### src/rtl/evb_pkg.sv
// Shared constants for the event counter bank: register offsets,
// field positions and the reserved event code.
// Assumes word-aligned 32-bit accesses on a 16-bit byte address.
package evb_pkg;
    localparam int          ADDR_W     = 16;
    localparam int          CODE_W     = 8;
    localparam int          GLB_EN_BIT = 16;
    localparam logic [15:0] OFF_CTRL   = 16'h0408;
    localparam logic [15:0] OFF_MASK   = 16'h0800;
    localparam logic [15:0] OFF_STAT   = 16'h0808;
    localparam logic [15:0] OFF_CLR    = 16'h080C;
    localparam logic [15:0] OFF_EVCTL  = 16'h1C00;
    localparam logic [15:0] OFF_VER    = 16'h1CF0;
    localparam logic [15:0] OFF_CODE   = 16'h1D00;
    localparam logic [15:0] OFF_CNT    = 16'h1E00;
    localparam logic [7:0]  CODE_NONE  = 8'hFF;
endpackage

### src/rtl/evb_evsel.sv
// Event selector: picks one strobe line by event code.
// Assumes codes at or above NUM_SRC, and the reserved "none" code, select nothing.
module evb_evsel
    import evb_pkg::*;
#(
    parameter int NUM_SRC = 16
) (
    input  logic [NUM_SRC-1:0] src,
    input  logic [CODE_W-1:0]  code,
    output logic               hit
);
    localparam int SEL_W = (NUM_SRC > 1) ? $clog2(NUM_SRC) : 1;

    // choose the strobe named by the code, or none
    always_comb begin
        hit = 1'b0;
        if (code != CODE_NONE && int'(code) < NUM_SRC)
            hit = src[code[SEL_W-1:0]];
    end
endmodule

### src/rtl/evb_counter.sv
// One event counter with a two-word write port and wrap detection.
// Assumes the upper bits above ACT_W are held at zero and never written.
module evb_counter #(
    parameter int ACT_W = 48
) (
    input  logic        clk,
    input  logic        rst_n,
    input  logic        inc,
    input  logic        wr_lo,
    input  logic        wr_hi,
    input  logic [31:0] wdata,
    output logic [63:0] cnt,
    output logic        ovf
);
    localparam logic [63:0] ACT_MASK = (ACT_W >= 64) ? {64{1'b1}} :
                                       ((64'd1 << ACT_W) - 64'd1);

    // register writes take priority over increments
    always_ff @(posedge clk) begin
        if (!rst_n)
            cnt <= '0;
        else if (wr_lo)
            cnt[31:0] <= wdata;
        else if (wr_hi)
            cnt[63:32] <= wdata & ACT_MASK[63:32];
        else if (inc)
            cnt <= (cnt + 64'd1) & ACT_MASK;
    end

    // wrap flag: an increment taken from the top value
    assign ovf = inc && !wr_lo && !wr_hi && (cnt == ACT_MASK);


    hold_chk: assert property (@(posedge clk) disable iff (!rst_n)
        (!inc && !wr_lo && !wr_hi) |=> $stable(cnt));


    wrap_chk: assert property (@(posedge clk) disable iff (!rst_n)
        ovf |=> (cnt == 64'd0));


    wr_win_chk: assert property (@(posedge clk) disable iff (!rst_n)
        wr_lo |=> (cnt[31:0] == $past(wdata)));
endmodule

### src/rtl/evb_irq.sv
// Overflow status register with write-one-to-clear and masked interrupt.
// Assumes a set in the same cycle as a clear of that bit wins.
module evb_irq #(
    parameter int N = 8
) (
    input  logic         clk,
    input  logic         rst_n,
    input  logic [N-1:0] set_vec,
    input  logic         clr_wr,
    input  logic [N-1:0] clr_vec,
    input  logic [N-1:0] mask,
    output logic [N-1:0] status,
    output logic         irq
);
    logic [N-1:0] clr_eff;
    assign clr_eff = clr_wr ? clr_vec : '0;

    // sticky status: clear first, then apply new overflows
    always_ff @(posedge clk) begin
        if (!rst_n)
            status <= '0;
        else
            status <= (status & ~clr_eff) | set_vec;
    end

    // interrupt from unmasked status bits
    assign irq = |(status & ~mask);


    set_chk: assert property (@(posedge clk) disable iff (!rst_n)
        (|set_vec) |=> ((status & $past(set_vec)) == $past(set_vec)));


    clr_chk: assert property (@(posedge clk) disable iff (!rst_n)
        clr_wr |=> ((status & $past(clr_vec & ~set_vec)) == '0));
endmodule

### src/rtl/evt_counter_bank.sv
// Event counter bank top: register decode, configuration registers,
// per-counter selectors and counters, overflow status and interrupt.
// Assumes word-aligned accesses, NUM_CNT a multiple of 4 and at most 8.
module evt_counter_bank
    import evb_pkg::*;
#(
    parameter int          NUM_CNT    = 8,
    parameter int          NUM_SRC    = 16,
    parameter bit          WIDE       = 1'b0,
    parameter logic [31:0] VERSION_ID = 32'h0000_0021
) (
    input  logic               clk,
    input  logic               rst_n,
    input  logic [ADDR_W-1:0]  reg_addr,
    input  logic               reg_wr,
    input  logic [31:0]        reg_wdata,
    output logic [31:0]        reg_rdata,
    input  logic [NUM_SRC-1:0] evt_in,
    output logic               irq
);
    localparam int ACT_W = WIDE ? 64 : 48;

    logic               glb_en_q;
    logic [NUM_CNT-1:0] cnt_en_q;
    logic [NUM_CNT-1:0] mask_q;
    logic [CODE_W-1:0]  code_q  [NUM_CNT];
    logic [63:0]        cnt_val [NUM_CNT];
    logic [NUM_CNT-1:0] hit_vec;
    logic [NUM_CNT-1:0] ovf_vec;
    logic [NUM_CNT-1:0] status;
    logic               clr_wr;

    // configuration registers: global enable, counter enables, mask, codes
    always_ff @(posedge clk) begin
        if (!rst_n) begin
            glb_en_q <= 1'b0;
            cnt_en_q <= '0;
            mask_q   <= '1;
            for (int n = 0; n < NUM_CNT; n++) code_q[n] <= CODE_NONE;
        end else if (reg_wr) begin
            if (reg_addr == OFF_CTRL)  glb_en_q <= reg_wdata[GLB_EN_BIT];
            if (reg_addr == OFF_EVCTL) cnt_en_q <= reg_wdata[NUM_CNT-1:0];
            if (reg_addr == OFF_MASK)  mask_q   <= reg_wdata[NUM_CNT-1:0];
            for (int n = 0; n < NUM_CNT; n++)
                if (reg_addr == OFF_CODE + ADDR_W'(4 * (n / 4)))
                    code_q[n] <= reg_wdata[8*(n%4) +: 8];
        end
    end

    generate
        for (genvar g = 0; g < NUM_CNT; g++) begin : g_cnt
            evb_evsel #(.NUM_SRC(NUM_SRC)) u_sel (
                .src  (evt_in),
                .code (code_q[g]),
                .hit  (hit_vec[g])
            );
            evb_counter #(.ACT_W(ACT_W)) u_ctr (
                .clk   (clk),
                .rst_n (rst_n),
                .inc   (glb_en_q && cnt_en_q[g] && hit_vec[g]),
                .wr_lo (reg_wr && reg_addr == OFF_CNT + ADDR_W'(8 * g)),
                .wr_hi (reg_wr && reg_addr == OFF_CNT + ADDR_W'(8 * g + 4)),
                .wdata (reg_wdata),
                .cnt   (cnt_val[g]),
                .ovf   (ovf_vec[g])
            );
        end
    endgenerate

    assign clr_wr = reg_wr && (reg_addr == OFF_CLR);

    evb_irq #(.N(NUM_CNT)) u_irq (
        .clk     (clk),
        .rst_n   (rst_n),
        .set_vec (ovf_vec),
        .clr_wr  (clr_wr),
        .clr_vec (reg_wdata[NUM_CNT-1:0]),
        .mask    (mask_q),
        .status  (status),
        .irq     (irq)
    );

    // read mux: fixed registers, packed code words, counter halves
    always_comb begin
        reg_rdata = '0;
        case (reg_addr)
            OFF_CTRL:  reg_rdata[GLB_EN_BIT]  = glb_en_q;
            OFF_MASK:  reg_rdata[NUM_CNT-1:0] = mask_q;
            OFF_STAT:  reg_rdata[NUM_CNT-1:0] = status;
            OFF_EVCTL: reg_rdata[NUM_CNT-1:0] = cnt_en_q;
            OFF_VER:   reg_rdata              = VERSION_ID;
            default:   ;
        endcase
        for (int n = 0; n < NUM_CNT; n++) begin
            if (reg_addr == OFF_CODE + ADDR_W'(4 * (n / 4)))
                reg_rdata[8*(n%4) +: 8] = code_q[n];
            if (reg_addr == OFF_CNT + ADDR_W'(8 * n))
                reg_rdata = cnt_val[n][31:0];
            if (reg_addr == OFF_CNT + ADDR_W'(8 * n + 4))
                reg_rdata = cnt_val[n][63:32];
        end
    end


    ver_chk: assert property (@(posedge clk) disable iff (!rst_n)
        (reg_addr == OFF_VER) |-> (reg_rdata == VERSION_ID));


    mask_all_chk: assert property (@(posedge clk) disable iff (!rst_n)
        (&mask_q) |-> !irq);
endmodule

### config.mk
export PLATFORM = sky130hd
export DESIGN_NAME = evt_counter_bank
export DESIGN_NICKNAME = d
export VERILOG_FILES = /design/src/rtl/evb_pkg.sv /design/src/rtl/evb_evsel.sv /design/src/rtl/evb_counter.sv /design/src/rtl/evb_irq.sv /design/src/rtl/evt_counter_bank.sv
export SDC_FILE = /design/constraint.sdc
export NUM_CORES = 2
export LEC_CHECK = 0
export BUFFER_PORTS_ARGS = -buffer_cell sky130_fd_sc_hd__buf_2
export CAP_MARGIN = 15
export CORE_UTILIZATION = 55
export CTS_CLUSTER_SIZE = 20
export DETAILED_ROUTE_END_ITERATION = 6
export PLACE_DENSITY = 0.69
export REMOVE_ABC_BUFFERS = 1
export SETUP_SLACK_MARGIN = 0.3
export SYNTH_ARGS = -nofsm -noshare
export SYNTH_HDL_FRONTEND = slang
export SYNTH_SLANG_ARGS = --single-unit
### constraint.sdc
create_clock -name clk -period 6.4 [get_ports clk]
set_input_delay 0.64 -clock clk [delete_from_list [all_inputs] [get_ports clk]]
set_output_delay 0.64 -clock clk [all_outputs]
set_load 0.005 [all_outputs]
==> results.toml <==
[timing]
max_freq_mhz = 200
hold_violations = 0
relSlewSlack = 0.188
setup_viol = 0
period_needed_ns = 5.00
rsz0062_at_grt = "false"
fin_skew_ns = 0.0615
tightest_slew_ns = 1.21
drv_slew = 0
finalCritPeriodShare = 0.781
tns_ns = 0

[die]
num_rows = 83
coreArea_sq_um = 51800
initial_utilization = 0.561
die_h_um = 232
die_x_um = 232
pin_count = 100
die_area_sq_um = 53800

[clock_tree]
ctsResizeCount = 0
cts_buffer_depth = 3
postCtsSetupBuffers = 0
cts_root_buffer = "clkbuf_16"
cts_tree = "done"
clk_latency_ns = 0.65
cts.reportedPaths.clkPinSlew_ns = 0.06
clock-sinks = 473
cts-htree-levels = 2
cts_buffers = 52
ctsHoldBuffers = 0

[power_and_ir_drop]
leakage_nw = 9.82
ir_worst_vdd_mv = 0.213
powerDensity_nw_per_um2 = 212

[synthesis]
ys_ff_latch = 473
synth_cell_types = 92
yosys.area_share.simple = 0.254
ys_warn_count = 0
synth_top_family_by_area = "simple AND/OR/NAND/NOR gates"
synth_top_area_cell = "dfxtp_1"
syn_inst = 3669
synthMuxAreaShare = 0.0341
synth_fa_ha_area_frac = 0.00344
syn_area_sq_um = 29100
ys_seq_area_frac = 0.347
synth_edf_count = 64
synth.avg_cell_area_sq_um = 7.93
synth_ff_type = "dfxtp_1"
ys_async_sr_fraction = 0
synth_xor_area_frac = 0.0861
synth.top_cell.area_share = 0.281
synth.area.top_cells = "dfxtp_1 28%, edfxtp_1 6.6%, o21ai_0 5.9%"
synth_compound_area_frac = 0.226

[worst_hold_path]
hold_path_class = "in2reg"

[global_routing]
grt_overflow = 0
grt_pass1_wl_um = 197000
grtUsageTotal = 0.502
grt_max_degree = 171
grt_pass1_vias = 28433
antenna_found_initial = 8

[detailed_routing]
drc_errors = 0
avgViaCountPerCell = 7.36
dr.pass1.iters = 7
via_count = 31760
initialDrtViolationCount = 5659
wl_per_cell_um = 32.0
ant_nets = 0
routed_wl_um = 138000

[layout]
mostFrequentLayoutCell = "dfxtp_1"
n_fill_cell = 4595
drive_above_1_share = 0.0937
num-nets-final = 3663
synthToLayoutAreaGrowth_pct = 8.60
mostFrequentLayoutCells = "409 x dfxtp_1, 342 x o21ai_0, 327 x a21oi_1"
fin_util = 0.610

[place]
hpwlAfterDp_um = 99800
gp_congestion = 1.09
port_buffers = 99

[worst_setup_path]
crit_fanout = 13
worstPathArrival_ns = 4.36
cp-start-kind = "primary input"
crit_path_end_kind = "output pin"
crit_required_ns = 5.76
r2r_setup_slack_ns = 2.20
worstSetupPathType = "in2out"

[run_status]
outcome = "finished, final reports clean"

[run]
drv_cap = 0
## synthesized netlist by cell type (all sizes together), types with 5 or more instances
master and instances:
dfxtp 409, o21ai 350, nor2 330, a21oi 327
nand2 314, clkbuf 215, nand3 201, xor2 149
nand4 139, xnor2 137, nor3 95, a211oi 73
buf 73, and3 72, a22oi 71, nand2b 70
inv 65, edfxtp 64, nor4 51, a222oi 44
and4 39, mux4 39, a221oi 35, and2 35
or3 33, a311oi 22, o211ai 21, o22ai 21
a31oi 18, o221ai 14, o31ai 13, or4 12
mux2i 9, ha 8, nor2b 7, a22o 6
a32oi 6, nor4b 6, or2 5
## final timing paths
check                         startpoint                      to  depth (start not counted)
setup / recovery             reg_addr[3]            reg_rdata[3]                         11
hold / removal             reg_wdata[21]  g_cnt[5].u_ctr.cnt[21]                          3
setup reg to reg  g_cnt[7].u_ctr.cnt[15]         u_irq.status[7]                          8
hold reg to reg          u_irq.status[5]         u_irq.status[5]                          2
## power breakdown
group          switching (mW)  internal [mW]
clock network            1.38           1.86
registers              0.0402           3.03
logic                   0.278         0.0987
## layout make-up
type / count / area (sq um) / share of cell area
diodes: 3 / 7.51 / 0.000238
clock buffers: 74 / 1520 / 0.0480
clock inverters: 22 / 297 / 0.00938
inverters: 65 / 246 / 0.00780
multi-input cells: 2843 / 17600 / 0.558
flip-flops and latches: 473 / 10100 / 0.320
well taps: 680 / 851 / 0.0269
repair buffers: 153 / 930 / 0.0294
## critical path, stage by stage
cell and delay [ns]:
buf_2 0.27, nor4bb_1 0.50, buf_4 0.25, nand3_1 0.42, nor2_1 0.82, a221oi_1 0.11, and3_1 0.27, o311ai_1 0.52
a211oi_1 0.19, o21ai_1 0.22, buf_2 0.14
## metrics by stage
step	instances	power [mW]	area (sq um)	worst slack, ns	hold slack (ns)
finish	4313	6.68	31600	1.40	0.455
global placement	4211	3.48	29700	1.61	0.444
global route	4310	6.78	31600	1.33	0.446
CTS	4308	6.64	31600	1.52	0.411
detailed placement	4212	3.48	29800	1.54	0.455
floorplan	3381	3.24	27900	1.51	0.432
## flip-flops by register name, indices dropped and copies added, names as in the netlist
name / flops
glb_en_q: 1
mask_q: 8
u_irq.status: 8
code_q: 64
cnt_en_q: 8
g_cnt.u_ctr.cnt: 384
## logic make-up after synthesis
family | Yosys count
buf+inv | 353
mux | 50
fa+ha+maj | 8
simple gates | 1429
xor+xnor | 286
flops | 473
compound gates | 1070
## per-layer routing
| layer | track usage | up-vias | routed length [um] |
|---|---|---|---|
| li1 | - | 13451 | - |
| met1 | 0.661 | 15021 | 50400 |
| met2 | 0.693 | 2715 | 54800 |
| met3 | 0.178 | 563 | 22700 |
| met4 | 0.315 | 10 | 10100 |
| met5 | 0 | - | 69 |
No activity file was read; power rests on OpenSTA's default activity.
